File: config.mk
export PLATFORM = sky130hd
export DESIGN_NAME = bm_xfer_seq
export DESIGN_NICKNAME = d
export VERILOG_FILES = /design/src/rtl/bmx_pkg.sv /design/src/rtl/bmx_timer.sv /design/src/rtl/bmx_stage.sv /design/src/rtl/bmx_fsm.sv /design/src/rtl/bm_xfer_seq.sv
export SDC_FILE = /design/constraint.sdc
export NUM_CORES = 1
export LEC_CHECK = 0
export BUFFER_PORTS_ARGS = -buffer_cell sky130_fd_sc_hd__buf_2
export CORE_AREA = 2 2 124 126
export CTS_BUF_LIST = sky130_fd_sc_hd__clkbuf_8
export CTS_CLUSTER_SIZE = 16
export DETAILED_ROUTE_END_ITERATION = 10
export DIE_AREA = 0 0 126 128
export PLACE_DENSITY_LB_ADDON = 0.05
export SLEW_MARGIN = 30
export SYNTH_ARGS = -nofsm -noshare
export SYNTH_HDL_FRONTEND = slang
export SYNTH_SLANG_ARGS = --single-unit
File: constraint.sdc
create_clock -name clk -period 7.83 [get_ports clk]
set_input_delay 2.349 -clock clk [delete_from_list [all_inputs] [get_ports clk]]
set_output_delay 2.349 -clock clk [all_outputs]
set_load 0.005 [all_outputs]
File: src/rtl/bmx_pkg.sv
package bmx_pkg;
    typedef enum logic [1:0] {
        ST_IDLE      = 2'd0,
        ST_REQ       = 2'd1,
        ST_WAIT_SLV  = 2'd2,
        ST_WAIT_CMPL = 2'd3
    } bmx_state_t;
endpackage

File: src/rtl/bmx_timer.sv
module bmx_timer #(
    parameter int TW = 16
) (
    input  logic          clk,
    input  logic          rst_n,
    input  logic          clr,
    input  logic          run,
    input  logic [TW-1:0] limit,
    output logic          expired
);
    logic [TW-1:0] cnt_q;

    assign expired = (cnt_q >= limit);

    always_ff @(posedge clk or negedge rst_n) begin
        if (!rst_n) begin
            cnt_q <= '0;
        end else if (clr) begin
            cnt_q <= '0;
        end else if (run && !expired) begin
            cnt_q <= cnt_q + 1'b1;
        end
    end
endmodule

File: src/rtl/bmx_stage.sv
module bmx_stage #(
    parameter int            AW            = 32,
    parameter int            DW            = 32,
    parameter logic [AW-1:0] WR_STAGE_ADDR = '0,
    parameter logic [AW-1:0] RD_STAGE_ADDR = '0
) (
    input  logic          clk,
    input  logic          rst_n,
    input  logic          ld_wr,
    input  logic [DW-1:0] wr_data,
    input  logic          ld_rd,
    input  logic [DW-1:0] slv_wr_data,
    input  logic [AW-1:0] slv_rd_addr,
    output logic [DW-1:0] slv_rd_data,
    output logic [DW-1:0] rd_stage
);
    logic [DW-1:0] wr_stage_q;
    logic [DW-1:0] rd_stage_q;

    always_ff @(posedge clk or negedge rst_n) begin
        if (!rst_n) begin
            wr_stage_q <= '0;
            rd_stage_q <= '0;
        end else begin
            if (ld_wr) wr_stage_q <= wr_data;
            if (ld_rd) rd_stage_q <= slv_wr_data;
        end
    end

    always_comb begin
        if (slv_rd_addr == WR_STAGE_ADDR)      slv_rd_data = wr_stage_q;
        else if (slv_rd_addr == RD_STAGE_ADDR) slv_rd_data = rd_stage_q;
        else                                   slv_rd_data = '0;
    end

    assign rd_stage = rd_stage_q;
endmodule

File: src/rtl/bmx_fsm.sv
module bmx_fsm
    import bmx_pkg::*;
#(
    parameter int            AW            = 32,
    parameter logic [AW-1:0] WR_STAGE_ADDR = '0,
    parameter logic [AW-1:0] RD_STAGE_ADDR = '0
) (
    input  logic          clk,
    input  logic          rst_n,
    input  logic          wr_strobe,
    input  logic          rd_strobe,
    input  logic [AW-1:0] ext_addr,
    input  logic          slv_rd_hit,
    input  logic          slv_wr_hit,
    input  logic          cmpl_ack,
    input  logic          expired,
    output logic          accept,
    output logic          ld_wr,
    output logic          ld_rd,
    output logic          busy,
    output logic          req_valid,
    output logic          req_is_read,
    output logic [AW-1:0] req_src_addr,
    output logic [AW-1:0] req_dst_addr,
    output logic          done,
    output logic          err,
    output logic          wr_ack
);
    bmx_state_t    state, state_nx;
    logic          is_read_q;
    logic [AW-1:0] addr_q;
    logic          done_q, err_q, wr_ack_q;
    logic          slv_step;
    logic          cmpl_take;
    logic          abort;

    assign accept    = (state == ST_IDLE) && (wr_strobe || rd_strobe);
    assign ld_wr     = accept && wr_strobe;
    assign slv_step  = is_read_q ? slv_wr_hit : slv_rd_hit;
    assign cmpl_take = (state == ST_WAIT_CMPL) && cmpl_ack;
    assign abort     = (state != ST_IDLE) && expired && !cmpl_take;
    assign ld_rd     = (state == ST_WAIT_SLV) && is_read_q && slv_wr_hit && !expired;

    // state register
    always_ff @(posedge clk or negedge rst_n) begin
        if (!rst_n) state <= ST_IDLE;
        else        state <= state_nx;
    end

    // next state
    always_comb begin
        state_nx = state;
        unique case (state)
            ST_IDLE:      if (wr_strobe || rd_strobe) state_nx = ST_REQ;
            ST_REQ:       state_nx = expired ? ST_IDLE : ST_WAIT_SLV;
            ST_WAIT_SLV: begin
                if (expired)       state_nx = ST_IDLE;
                else if (slv_step) state_nx = ST_WAIT_CMPL;
            end
            ST_WAIT_CMPL: if (cmpl_ack || expired) state_nx = ST_IDLE;
            default:      state_nx = ST_IDLE;
        endcase
    end

    // registered outputs and transfer context
    always_ff @(posedge clk or negedge rst_n) begin
        if (!rst_n) begin
            is_read_q <= 1'b0;
            addr_q    <= '0;
            done_q    <= 1'b0;
            err_q     <= 1'b0;
            wr_ack_q  <= 1'b0;
        end else begin
            if (accept) begin
                is_read_q <= !wr_strobe;
                addr_q    <= ext_addr;
            end
            done_q   <= cmpl_take;
            err_q    <= abort;
            wr_ack_q <= ld_rd;
        end
    end

    assign busy         = (state != ST_IDLE);
    assign req_valid    = (state == ST_REQ);
    assign req_is_read  = is_read_q;
    assign req_src_addr = is_read_q ? addr_q : WR_STAGE_ADDR;
    assign req_dst_addr = is_read_q ? RD_STAGE_ADDR : addr_q;
    assign done         = done_q;
    assign err          = err_q;
    assign wr_ack       = wr_ack_q;

    p_req_single_r2: assert property (@(posedge clk) disable iff (!rst_n)
        req_valid |=> !req_valid);

    p_ignore_busy_r7: assert property (@(posedge clk) disable iff (!rst_n)
        (busy && (wr_strobe || rd_strobe)) |=> ($stable(addr_q) && $stable(is_read_q)));

    p_done_err_excl_r6: assert property (@(posedge clk) disable iff (!rst_n)
        !(done && err));

    p_cmpl_order_r6: assert property (@(posedge clk) disable iff (!rst_n)
        (state == ST_WAIT_CMPL) |-> ($past(state) == ST_WAIT_SLV || $past(state) == ST_WAIT_CMPL));

    p_abort_r8: assert property (@(posedge clk) disable iff (!rst_n)
        ((state != ST_IDLE) && expired && !((state == ST_WAIT_CMPL) && cmpl_ack))
        |=> ((state == ST_IDLE) && err));

    p_ack_read_only_r5: assert property (@(posedge clk) disable iff (!rst_n)
        wr_ack |-> (is_read_q && state == ST_WAIT_CMPL));
endmodule

File: src/rtl/bm_xfer_seq.sv
module bm_xfer_seq #(
    parameter int            AW            = 32,
    parameter int            DW            = 32,
    parameter int            TW            = 16,
    parameter logic [AW-1:0] WR_STAGE_ADDR = AW'(32'h0000_1000),
    parameter logic [AW-1:0] RD_STAGE_ADDR = AW'(32'h0000_1004)
) (
    input  logic          clk,
    input  logic          rst_n,
    input  logic          wr_strobe,
    input  logic          rd_strobe,
    input  logic [AW-1:0] ext_addr,
    input  logic [DW-1:0] wr_data,
    input  logic [TW-1:0] tmo_limit,
    output logic          busy,
    output logic          done,
    output logic          err,
    output logic [DW-1:0] rd_data,
    output logic          req_valid,
    output logic          req_is_read,
    output logic [AW-1:0] req_src_addr,
    output logic [AW-1:0] req_dst_addr,
    input  logic          slv_rd_en,
    input  logic [AW-1:0] slv_rd_addr,
    output logic [DW-1:0] slv_rd_data,
    input  logic          slv_wr_en,
    input  logic [AW-1:0] slv_wr_addr,
    input  logic [DW-1:0] slv_wr_data,
    output logic          slv_wr_ack,
    input  logic          cmpl_ack
);
    logic accept, ld_wr, ld_rd, expired;
    logic slv_rd_hit, slv_wr_hit;

    assign slv_rd_hit = slv_rd_en && (slv_rd_addr == WR_STAGE_ADDR);
    assign slv_wr_hit = slv_wr_en && (slv_wr_addr == RD_STAGE_ADDR);

    bmx_fsm #(
        .AW(AW), .WR_STAGE_ADDR(WR_STAGE_ADDR), .RD_STAGE_ADDR(RD_STAGE_ADDR)
    ) u_fsm (
        .clk(clk), .rst_n(rst_n),
        .wr_strobe(wr_strobe), .rd_strobe(rd_strobe), .ext_addr(ext_addr),
        .slv_rd_hit(slv_rd_hit), .slv_wr_hit(slv_wr_hit),
        .cmpl_ack(cmpl_ack), .expired(expired),
        .accept(accept), .ld_wr(ld_wr), .ld_rd(ld_rd),
        .busy(busy), .req_valid(req_valid), .req_is_read(req_is_read),
        .req_src_addr(req_src_addr), .req_dst_addr(req_dst_addr),
        .done(done), .err(err), .wr_ack(slv_wr_ack)
    );

    bmx_timer #(.TW(TW)) u_timer (
        .clk(clk), .rst_n(rst_n),
        .clr(accept), .run(busy), .limit(tmo_limit), .expired(expired)
    );

    bmx_stage #(
        .AW(AW), .DW(DW), .WR_STAGE_ADDR(WR_STAGE_ADDR), .RD_STAGE_ADDR(RD_STAGE_ADDR)
    ) u_stage (
        .clk(clk), .rst_n(rst_n),
        .ld_wr(ld_wr), .wr_data(wr_data),
        .ld_rd(ld_rd), .slv_wr_data(slv_wr_data),
        .slv_rd_addr(slv_rd_addr), .slv_rd_data(slv_rd_data),
        .rd_stage(rd_data)
    );
endmodule

==> impl_metrics.toml <==
[clock_network]
ctsHoldBuffers = 0
cts_buffers = 17
cts.path.max_buffers = 2
cts_root_buf = "clkbuf_8"
cts_setup_buffers = 0
htreeDepth = 4
insertion_delay_ps = 430
cts_resized = 0
tritoncts = "yes"
clk_pin_slew_ps = 60
cts_sinks = 118

[yosys]
synth_top_cell_area_share_pct = 48.3
yosys_warnings = 0
syn-cell-area_um2 = 6110
synth_most_common_cell = "dfrtp_1"
synth_compound_area_share_pct = 10.1
yosysSeqAreaShare_pct = 48.3
synth.avg_cell_area_um2 = 10.4
synth_area_leaders = "dfrtp_1 48%, mux2_4 7.4%, nand2_1 6.9%, mux2_2 6.3%, a22o_1 4.6%"
synth.largest_area_cell = "dfrtp_1"
synthMuxAreaShare_pct = 13.8
synth_top_family_by_area = "simple AND/OR/NAND/NOR gates"
yosys_register_bits = 118
synth-xor-area-share_pct = 0
synth_cell_types = 47
synth_adder_area_share_pct = 3.48
synth_async_sr_flop_share_pct = 100
syn-num-nets = 786
synth_ff_type = "dfrtp_1"
synth-edff-count = 0
synth_common_cells = "118 x dfrtp_1, 113 x nand2_1, 34 x mux2_2"
syn_inst = 586
synthSimpleGateAreaFrac_pct = 20.7

[timing]
clock_skew_ps = 10.1
worst_slack_ps = 1610
fin_crit_sh_pct = 79.4
worst_pin_slew_ps = 923
rsz0062_at_grt = "false"
setup_tns_ps = 0
fmax_mhz = 161
setup_viol = 0
period_minus_slack_ps = 6220
drv_slew = 0
final_hold_viol_count = 0
relSlewSlack_pct = 38.3

[finish]
final_cells = 1102
nNetsFinal = 1100
final_core_util_pct = 55.7
areaGrowthSynthToFinish_pct = 35.4
drive_gt1_share_pct = 47.2

[place]
dp_hpwl_um = 13500
dpl_worst_slack_ps = 1630
gp_congestion = 0.866
io_buffers = 316
placed_cells = 1069

[floorplanning]
rows = 45
ioPinCount = 317
initial_utilization_pct = 41.1
core-area_um2 = 14900
die_area_um2 = 16100
die_y_um = 128
die_x_um = 126

[detailed_routing]
antenna_left = 0
via_count = 5617
routed_via_density = 5.10
routedWlPerCell_um = 16.1
firstDrtPassIters = 6
first_iter_violations = 216
wl_um = 17800
post-route-drc-count = 0

[power]
p_per_area_nw_per_um2 = 266
p_leak_uw = 0.00453
vdd_drop_max_mv = 0.105

[critical_path]
criticalPathCategory = "in -> out"
cp.required_ps = 5480
critPathLaunchType = "input port"
end_kind = "output port"
arrival_ps = 3870
critPathMaxFanout = 33

[grt]
use_met3_pct = 6.30
use_met2_pct = 37.0
grt-ovfl-total = 0
antenna_found_initial = 1
met1_usage_pct = 26.0
grt_pass1_wl_um = 27700
grt_use_total_pct = 21.8
grt_pass1_vias = 5536
top_usage_layer = "met2"
grt_start_max_net_pins = 67

[min_path]
holdCritPathClass = "reg -> reg"

[run_status]
status = "completed"

[run]
cap_violations = 0
cell type report:
class,instances,area [um^2]
fill,1384,6590
multi-input combinational,417,2970
sequential,118,2950
timing repair buffer,325,1650
clock buffer,20,275
tap,188,235
clock inverter,12,111
inverter,21,78.8
antenna,1,2.50
worst paths after layout:
path / slack [ps] / endpoint / cells past startpoint / from
max: 1610 / slv_rd_data[16] / 7 / slv_rd_addr[10]
min: 490 / u_fsm.addr_q[24]$_DFFE_PN0P_ / 2 / u_fsm.addr_q[24]$_DFFE_PN0P_
max reg2reg: 3920 / u_stage.rd_stage[1]$_DFFE_PN0P_ / 9 / u_timer.cnt_q[0]$_DFFE_PN0P_
min reg2reg: 490 / u_fsm.addr_q[24]$_DFFE_PN0P_ / 2 / u_fsm.addr_q[24]$_DFFE_PN0P_
max in group asynchronous: 4580 / u_timer.cnt_q[15]$_DFFE_PN0P_ / 2 / rst_n
min in group asynchronous: 1960 / u_fsm.addr_q[24]$_DFFE_PN0P_ / 1 / rst_n
flip-flops by register name, indices dropped and copies added, names as in the netlist, 2 cells and up:
signal,cells
u_fsm.addr_q,32
u_fsm.state,2
u_stage.rd_stage,32
u_stage.wr_stage_q,32
u_timer.cnt_q,16
per-layer routing:
layer	vias up	part of all wire, %
met5	-	0.073
met4	2	2.7
met3	37	7.2
met2	214	49
met1	2686	41
li1	2678	-
where the power goes:
group          leakage [uW]  switching (uW)  internal [uW]
Clock              0.000208             239            301
Sequential          0.00152             133            795
Combinational       0.00280             361            375
Total               0.00453             732           1470
kinds of logic (layout without fill, tap and decap cells):
kind of cell               Yosys count  after routing
AOI/OAI and AO/OA                   82             82
DFF                                118            118
muxes                               65             65
adders and majority gates           17             17
other                                0              1
buffers and inverters               51            378
and+or+nand+nor                    253            253
stage by stage:
stage	hold slack, ps	cell area (um^2)	power [uW]
after global placement	466	7890	1660
after CTS	497	8280	2240
final	490	8280	2200
after global routing	522	8280	2380
after detailed placement	481	7890	1690
after floorplan	451	6110	1350
placed cells by master (no fill, tap or decap), drive strengths merged, types with 3 or more instances in the layout:
master and n:
nand4 8, nand2 114, clkinv 5, mux2 64, nor2b 31, a22o 32
clkbuf 20, or3 3, buf 325, dfrtp 118, inv 24, nor3 6
a21oi 11, ha 17, o21ai 14, nand3 15, and2 33, and3 6
or4 3, a31oi 5, nor4 15, nor2 11, nor4b 3
worst max-delay path: stages:
cell     delay [ps]
buf_2           100
nor4b_1         310
nand4_1         220
nor3_2          180
buf_4           360
a22o_1          220
buf_2           110
Note: power is estimated with default switching activity, not from simulation.
